`src/rtl/irq_line_bank_pkg.sv`:
```
package irq_line_bank_pkg;

    // Register window selected by a bus offset
    typedef enum logic [2:0] {
        WIN_NONE,
        WIN_EN_SET,
        WIN_EN_CLR,
        WIN_PD_SET,
        WIN_PD_CLR,
        WIN_ACTIVE,
        WIN_PRIO,
        WIN_TRIG
    } win_e;

    localparam int ADDR_W      = 12;
    localparam int DATA_W      = 32;
    localparam int PRIO_W      = 4;
    localparam int BYTE_W      = 8;
    localparam int LINES_PER_W = DATA_W / BYTE_W;
    localparam int PRIO_WORDS  = 60;   // 240 priority bytes
    localparam int BIT_WORDS   = 8;    // 256 lines per bit window

endpackage

```
`src/rtl/irq_line_bank_decode.sv`:
```
module irq_line_bank_decode
    import irq_line_bank_pkg::*;
(
    input  logic [ADDR_W-1:0] addr,
    output win_e              win,
    output logic [4:0]        word_idx,
    output logic [5:0]        prio_idx
);

    always_comb begin
        win      = WIN_NONE;
        word_idx = addr[6:2];
        prio_idx = addr[7:2];
        if (addr[1:0] == 2'b00) begin
            unique case (addr[11:7])
                5'd0:    win = WIN_EN_SET;
                5'd1:    win = WIN_EN_CLR;
                5'd2:    win = WIN_PD_SET;
                5'd3:    win = WIN_PD_CLR;
                5'd4:    win = WIN_ACTIVE;
                5'd6,
                5'd7:    win = (addr[7:2] < 6'(PRIO_WORDS)) ? WIN_PRIO : WIN_NONE;
                5'h1C:   win = (addr[6:2] == 5'd0) ? WIN_TRIG : WIN_NONE;
                default: win = WIN_NONE;
            endcase
        end
    end

endmodule

```
`src/rtl/irq_line_bank_cell.sv`:
```
module irq_line_bank_cell
    import irq_line_bank_pkg::*;
(
    input  logic              clk,
    input  logic              rst_n,
    input  logic              en_set,
    input  logic              en_clr,
    input  logic              pd_set,
    input  logic              pd_clr,
    input  logic              act_set,
    input  logic              act_clr,
    input  logic              prio_we,
    input  logic [PRIO_W-1:0] prio_d,
    output logic              en_q,
    output logic              pd_q,
    output logic              act_q,
    output logic [PRIO_W-1:0] prio_q
);

    // Set has precedence over clear on the same edge
    always_ff @(posedge clk or negedge rst_n) begin
        if (!rst_n) begin
            en_q   <= 1'b0;
            pd_q   <= 1'b0;
            act_q  <= 1'b0;
            prio_q <= '0;
        end else begin
            if (en_set)       en_q <= 1'b1;
            else if (en_clr)  en_q <= 1'b0;
            if (pd_set)       pd_q <= 1'b1;
            else if (pd_clr)  pd_q <= 1'b0;
            if (act_set)      act_q <= 1'b1;
            else if (act_clr) act_q <= 1'b0;
            if (prio_we)      prio_q <= prio_d;
        end
    end


    pend_set_wins_chk: assert property (@(posedge clk) disable iff (!rst_n)
        pd_set |=> pd_q);


    pend_clear_chk: assert property (@(posedge clk) disable iff (!rst_n)
        (pd_clr && !pd_set) |=> !pd_q);


    ack_sets_active_chk: assert property (@(posedge clk) disable iff (!rst_n)
        act_set |=> act_q);


    active_hold_chk: assert property (@(posedge clk) disable iff (!rst_n)
        (!act_set && !act_clr) |=> $stable(act_q));


    prio_hold_chk: assert property (@(posedge clk) disable iff (!rst_n)
        !prio_we |=> $stable(prio_q));

endmodule

```
`src/rtl/irq_line_bank_rdmux.sv`:
```
module irq_line_bank_rdmux
    import irq_line_bank_pkg::*;
#(
    parameter int NUM_LINES = 82
) (
    input  win_e                         win,
    input  logic [4:0]                   word_idx,
    input  logic [5:0]                   prio_idx,
    input  logic [NUM_LINES-1:0]         en_vec,
    input  logic [NUM_LINES-1:0]         pd_vec,
    input  logic [NUM_LINES-1:0]         act_vec,
    input  logic [NUM_LINES*PRIO_W-1:0]  prio_vec,
    output logic [DATA_W-1:0]            rd_word
);

    localparam int NW      = (NUM_LINES + DATA_W - 1) / DATA_W;
    localparam int NPW     = (NUM_LINES + LINES_PER_W - 1) / LINES_PER_W;
    localparam int SEG_W   = LINES_PER_W * PRIO_W;

    logic [NW*DATA_W-1:0]  en_pad, pd_pad, act_pad;
    logic [NPW*SEG_W-1:0]  prio_pad;
    logic [SEG_W-1:0]      prio_seg;

    assign en_pad   = (NW*DATA_W)'(en_vec);
    assign pd_pad   = (NW*DATA_W)'(pd_vec);
    assign act_pad  = (NW*DATA_W)'(act_vec);
    assign prio_pad = (NPW*SEG_W)'(prio_vec);

    always_comb begin
        prio_seg = '0;
        if (int'(prio_idx) < NPW) prio_seg = prio_pad[int'(prio_idx)*SEG_W +: SEG_W];
    end

    always_comb begin
        rd_word = '0;
        unique case (win)
            WIN_EN_SET, WIN_EN_CLR:
                if (int'(word_idx) < NW) rd_word = en_pad[int'(word_idx)*DATA_W +: DATA_W];
            WIN_PD_SET, WIN_PD_CLR:
                if (int'(word_idx) < NW) rd_word = pd_pad[int'(word_idx)*DATA_W +: DATA_W];
            WIN_ACTIVE:
                if (int'(word_idx) < NW) rd_word = act_pad[int'(word_idx)*DATA_W +: DATA_W];
            WIN_PRIO:
                for (int b = 0; b < LINES_PER_W; b++)
                    rd_word[b*BYTE_W + (BYTE_W-PRIO_W) +: PRIO_W] = prio_seg[b*PRIO_W +: PRIO_W];
            default: rd_word = '0;
        endcase
    end

endmodule

```
`src/rtl/irq_line_bank.sv`:
```
module irq_line_bank
    import irq_line_bank_pkg::*;
#(
    parameter int NUM_LINES = 82,
    parameter int ID_W      = 8
) (
    input  logic                          clk,
    input  logic                          rst_n,
    input  logic                          bus_wr,
    input  logic                          bus_rd,
    input  logic [11:0]                   bus_addr,
    input  logic [31:0]                   bus_wdata,
    output logic [31:0]                   bus_rdata,
    input  logic [NUM_LINES-1:0]          irq_req,
    input  logic                          ack_stb,
    input  logic [ID_W-1:0]               ack_id,
    input  logic                          done_stb,
    input  logic [ID_W-1:0]               done_id,
    output logic [NUM_LINES-1:0]          line_en,
    output logic [NUM_LINES-1:0]          line_pend,
    output logic [NUM_LINES*4-1:0]        line_prio
);

    win_e                    win;
    logic [4:0]              word_idx;
    logic [5:0]              prio_idx;
    logic [NUM_LINES-1:0]    req_prev;
    logic [NUM_LINES-1:0]    req_rise;
    logic [NUM_LINES-1:0]    act_vec;
    logic [DATA_W-1:0]       rd_word;
    logic                    trig_hit;
    logic [ID_W-1:0]         trig_id;

    irq_line_bank_decode u_dec (
        .addr     (bus_addr),
        .win      (win),
        .word_idx (word_idx),
        .prio_idx (prio_idx)
    );

    always_ff @(posedge clk or negedge rst_n) begin
        if (!rst_n) req_prev <= '0;
        else        req_prev <= irq_req;
    end
    assign req_rise = irq_req & ~req_prev;

    assign trig_hit = bus_wr && (win == WIN_TRIG);
    assign trig_id  = bus_wdata[ID_W-1:0];

    for (genvar i = 0; i < NUM_LINES; i++) begin : g_line
        localparam int WI = i / DATA_W;
        localparam int BI = i % DATA_W;
        localparam int PW = i / LINES_PER_W;
        localparam int PB = i % LINES_PER_W;

        logic word_hit, prio_hit;
        assign word_hit = bus_wr && (word_idx == 5'(WI));
        assign prio_hit = bus_wr && (win == WIN_PRIO) && (prio_idx == 6'(PW));

        irq_line_bank_cell u_cell (
            .clk     (clk),
            .rst_n   (rst_n),
            .en_set  (word_hit && win == WIN_EN_SET && bus_wdata[BI]),
            .en_clr  (word_hit && win == WIN_EN_CLR && bus_wdata[BI]),
            .pd_set  (req_rise[i] ||
                      (word_hit && win == WIN_PD_SET && bus_wdata[BI]) ||
                      (trig_hit && trig_id == ID_W'(i))),
            .pd_clr  ((word_hit && win == WIN_PD_CLR && bus_wdata[BI]) ||
                      (ack_stb && ack_id == ID_W'(i))),
            .act_set (ack_stb && ack_id == ID_W'(i)),
            .act_clr (done_stb && done_id == ID_W'(i)),
            .prio_we (prio_hit),
            .prio_d  (bus_wdata[PB*BYTE_W + (BYTE_W-PRIO_W) +: PRIO_W]),
            .en_q    (line_en[i]),
            .pd_q    (line_pend[i]),
            .act_q   (act_vec[i]),
            .prio_q  (line_prio[i*PRIO_W +: PRIO_W])
        );
    end

    irq_line_bank_rdmux #(.NUM_LINES(NUM_LINES)) u_rd (
        .win      (win),
        .word_idx (word_idx),
        .prio_idx (prio_idx),
        .en_vec   (line_en),
        .pd_vec   (line_pend),
        .act_vec  (act_vec),
        .prio_vec (line_prio),
        .rd_word  (rd_word)
    );

    always_ff @(posedge clk or negedge rst_n) begin
        if (!rst_n)      bus_rdata <= '0;
        else if (bus_rd) bus_rdata <= rd_word;
    end


    rdata_hold_chk: assert property (@(posedge clk) disable iff (!rst_n)
        !bus_rd |=> $stable(bus_rdata));


    enable_only_by_bus_chk: assert property (@(posedge clk) disable iff (!rst_n)
        !bus_wr |=> $stable(line_en));


    prio_only_by_bus_chk: assert property (@(posedge clk) disable iff (!rst_n)
        !bus_wr |=> $stable(line_prio));

endmodule

```
`config.mk`:
```
export PLATFORM = sky130hd
export DESIGN_NAME = irq_line_bank
export DESIGN_NICKNAME = d
export VERILOG_FILES = /design/src/rtl/irq_line_bank_pkg.sv /design/src/rtl/irq_line_bank_decode.sv /design/src/rtl/irq_line_bank_cell.sv /design/src/rtl/irq_line_bank_rdmux.sv /design/src/rtl/irq_line_bank.sv
export SDC_FILE = /design/constraint.sdc
export NUM_CORES = 1
export LEC_CHECK = 0
export ABC_AREA = 1
export BUFFER_PORTS_ARGS = -buffer_cell sky130_fd_sc_hd__buf_2
export CAP_MARGIN = 30
export CORE_MARGIN = 1.5
export CORE_UTILIZATION = 30
export CTS_BUF_LIST = sky130_fd_sc_hd__clkbuf_4 sky130_fd_sc_hd__clkbuf_8
export CTS_CLUSTER_SIZE = 12
export DETAILED_ROUTE_END_ITERATION = 7
export GPL_TIMING_DRIVEN = 0
export REMOVE_ABC_BUFFERS = 1
export SETUP_SLACK_MARGIN = 0.4
export SYNTH_ARGS = -nofsm -noshare
export SYNTH_HDL_FRONTEND = slang
export SYNTH_SLANG_ARGS = --single-unit
export TNS_END_PERCENT = 1
```
`constraint.sdc`:
```
create_clock -name clk -period 1.5 [get_ports clk]
set_input_delay 0.3 -clock clk [delete_from_list [all_inputs] [get_ports clk]]
set_output_delay 0.3 -clock clk [all_outputs]
set_load 0.01 [all_outputs]
```
==> impl_summary.md <==
Setup path
STA classifies the critical path startpoint as a flip-flop. Broken down by cell family, the worst path's largest delay share belongs to flip-flops. Of all nets on the critical path, the largest fanout is 3.

The critical path startpoint is g_line[37].u_cell.pd_q. The slowest stage of the critical path is the dfrtp_2 cell. For the worst setup path, the data required time is 1.20 ns. The setup path with the least slack is of type flip-flop to primary output. The signal on the critical path passes through buf_6.

The number of buffers and inverters on the critical path is 1. In this design, the stage delay of the slowest critical-path cell is 0.48 ns. The endpoint class of the critical path is a primary output.

The arrival time at the worst endpoint is 1.46 ns. The worst reg2reg path startpoint is g_line[41].u_cell.prio_q[0].

Global route
The via count of the first global-routing pass is 34,370. The total overflow reported by the global router is 0. Global routing consumed, on the met2 layer, 47.52% of the routing resources. The global-route met1 utilization is 38.36%. The layer flagged by global routing as most heavily used is met2. The initial antenna violation count is 38. The maximum number of pins on one net before global-route repair is 115. Global routing consumed, on the met3 layer, 9.547% of the routing resources.

Global routing used 30.59% of the available tracks across all layers. The first global-routing pass estimated 255.9 mm of wire.

Clock tree
The number of H-tree levels is 4. The clock buffer count from CTS is 131. Clock-pin slew was measured on the worst setup and hold paths at 0.06 ns. The TritonCTS sink count is 688. The longest clock path from root to sink contains 3 buffers. TritonCTS built the clock tree.

The tree is rooted in a clkbuf_8. For the worst-skew pair, the clock arrives at the later sink with an insertion delay of 0.85 ns.

Timing
Setup repair after global routing could not meet its margin everywhere. The worst relative slew slack is 27.83%. The final period utilization is 117.5%. Final hold analysis gives a worst-case slack of -0.6439 ns. The number of failing hold endpoints at the final stage is 370.

Setup violations remaining at the end of the flow were counted as 884. The largest clock skew in the final design is 0.05254 ns. The number of pins with negative max-slew slack in the final report is 0.

Subtracting the final worst setup slack from the clock period gives 1.763 ns. For this run, the top clock speed supported by timing is 567.2 MHz. Setup slack on the critical path of the routed design comes to -0.2631 ns. The pin slew with the least headroom to its limit is 1.074 ns.

Synthesis
The average instance in the mapped netlist occupies 7.523 um^2. In this run the biggest area consumer among cell types represents 49.75% of the synthesized area. Synthesis inferred 688 register bits. For this run, the number of Yosys warnings is 0. The gate count after technology mapping is 4,600. Yosys attributes the largest share of cell area to dfrtp_1 (50%), nand2_1 (19%), o21ai_0 (4.7%), o21ai_1 (4.1%), buf_4 (3.6%). The mapped netlist covers 0.03461 mm^2. The cell type with the highest aggregate area in the netlist is dfrtp_1. Of the total synthesized cell area, the portion taken by full adders, half adders and majority gates is 0%. The share of synthesized cell area in and, or, nand and nor gates is 28.34%. The complex-gate fraction of the synthesized area is 12.89%. The fraction of synthesized area in multiplexers is 0%. After Yosys synthesis, XOR and XNOR cells account for 0% of the synthesized area. The sequential-to-total area share from yosys stat is 49.75%. The post-synthesis cell type count is 37. The largest family of logic cells by synthesized area is simple AND/OR/NAND/NOR gates.

Layout
After the last flow step, the layout net total stands at 5,460. The post-route netlist has 26.60% of its cells at a drive strength greater than 1. The layout filler cell count is 11,440. The relative area change from synthesis to final layout is 38.89%. The library cell used most frequently in the layout, excluding fill and tap cells, is nand2_1. The finished layout holds 6,935 standard cells, fillers aside. In the layout the commonest cells are nand2_1 (1,655), dfrtp_1 (680), buf_2 (488), o21ai_1 (300), o21ai_0 (283).

Drt
The detailed router finished its first iteration with 4,276 violations. The detail-routed net length per standard cell is 27.35 um. Using the TritonRoute via totals, the vias-per-cell ratio works out to 5.311.

The via count is 36,830. The post-route DRC violation count is 0. The post-detailed-routing wire length is 189.7 mm. The first-pass iteration count of the detailed router is 6. The detail route stage leaves a number of antenna-violating nets equal to 0.

Floorplan
During I/O placement, the number of pins put on the boundary was 672. The die is 342.6 um wide. The number of placement rows is 124. The starting density of the core is 30.27%. The total area inside the core boundary comes to 0.1143 mm^2.

The height of the chip is 342.6 um. The die covers 0.1174 mm^2.

Placed design
The count of placed standard cells including taps is 6,416. The estimated wirelength of the detail-placed design is 121.8 mm. The number of buffer cells added on primary ports is 671. Timing analysis after detailed placement gives a worst setup slack of -3.189 ns. Routability-driven placement finished with a final weighted congestion of 0.8844.

Power
The cell leakage power is 0.02392 uW. The worst-case IR drop observed on VDD is 0.7611 mV. The ratio of total power to cell area is 915.6 mW/mm^2.

Status
The final reports fail on hold timing, setup timing. The flow ran to the end, but the final reports show violations.

Min path
The min-delay analysis places its worst path in the category input pin to async pin.

Job
The max capacitance violation total is 0.
routing by layer:
metal | vias up | routed length (um)
met5 | - | 244
met2 | 2313 | 84210
met3 | 555 | 23170
li1 | 16220 | -
met4 | 30 | 11110
met1 | 17710 | 70960
where the power goes:
part | total [uW] | leakage, uW | internal, uW | switching, uW
logic | 4520 | 0.0135 | 1460 | 3060
registers | 19100 | 0.00894 | 18900 | 186
clock network | 20400 | 0.00148 | 11300 | 9090
total | 44000 | 0.0239 | 31700 | 12300
sequential cells by signal (all words and copies together), names as in the netlist:
| signal | count |
|---|---|
| g_line.u_cell.prio_q | 328 |
| g_line.u_cell.act_q | 82 |
| g_line.u_cell.en_q | 82 |
| g_line.u_cell.pd_q | 82 |
| req_prev | 82 |
| bus_rdata | 32 |
worst paths after layout:
| check | to | slack, ns | cells past startpoint |
|---|---|---|---|
| max | line_pend[37] | -0.26 | 1 |
| min | g_line[79].u_cell.prio_q[1] | -0.64 | 1 |
| max reg2reg | bus_rdata[12] | -0.26 | 12 |
| min reg2reg | bus_rdata[6] | 0.47 | 2 |
| max in group asynchronous | g_line[40].u_cell.prio_q[0] | 0.29 | 4 |
| min in group clk | g_line[37].u_cell.act_q | -0.03 | 5 |
kinds of logic after synthesis:
group / count (synthesis)
AND/OR/NAND/NOR: 2429
AO/OA/AOI/OAI: 844
flip-flops: 688
buffers and inverters: 639
what timing repair did:
action                                   CTS  global route
endpoints found under the setup margin  1162          1350
hold buffers                             140             3
endpoints found under the hold margin    434           328
setup buffers                             56            42
cloned                                    22            12
pin swaps                                 37            57
gates resized for setup                  428           244
through the flow:
| step | total power [uW] | TNS, ns | utilization, % | instance area [um^2] |
|---|---|---|---|---|
| 6_report | 44010 | -120.77 | 42.04 | 48070 |
| 5_1_grt | 45330 | -161.34 | 42.02 | 48050 |
| 4_1_cts | 43990 | -167.75 | 40.55 | 46370 |
| 3_5_place_dp | 22870 | -1636.06 | 34.41 | 39340 |
| 3_3_place_gp | 22580 | - | 32.76 | 37460 |
| 2_1_floorplan | 20630 | -1286.29 | - | 32210 |
synthesized netlist by cell type, drive strengths merged:
library cell / number
buf: 282
clkinv: 4
nor4: 3
a22oi: 24
inv: 187
o31ai: 1
nand3: 234
a21boi: 9
clkbuf: 166
and3: 11
nand4: 33
nor2: 312
nor3: 33
o22ai: 82
o211ai: 12
nand3b: 3
o21ai: 609
dfrtp: 688
a21oi: 103
or2: 37
nand2: 1763
a22o: 4
final cells by class:
cell class / instances / area (um^2) / share of cell area, %
sequential: 688 / 17230 / 35.84
multi-input combinational: 3283 / 15840 / 32.95
timing repair buffer: 1013 / 9405 / 19.57
clock buffer: 204 / 2570 / 5.347
tap: 1512 / 1892 / 3.936
inverter: 191 / 815.8 / 1.697
clock inverter: 23 / 241.5 / 0.5024
antenna: 17 / 42.54 / 0.08850
timing repair inverter: 4 / 35.03 / 0.07289
No activity file was read; power rests on OpenSTA's default activity.
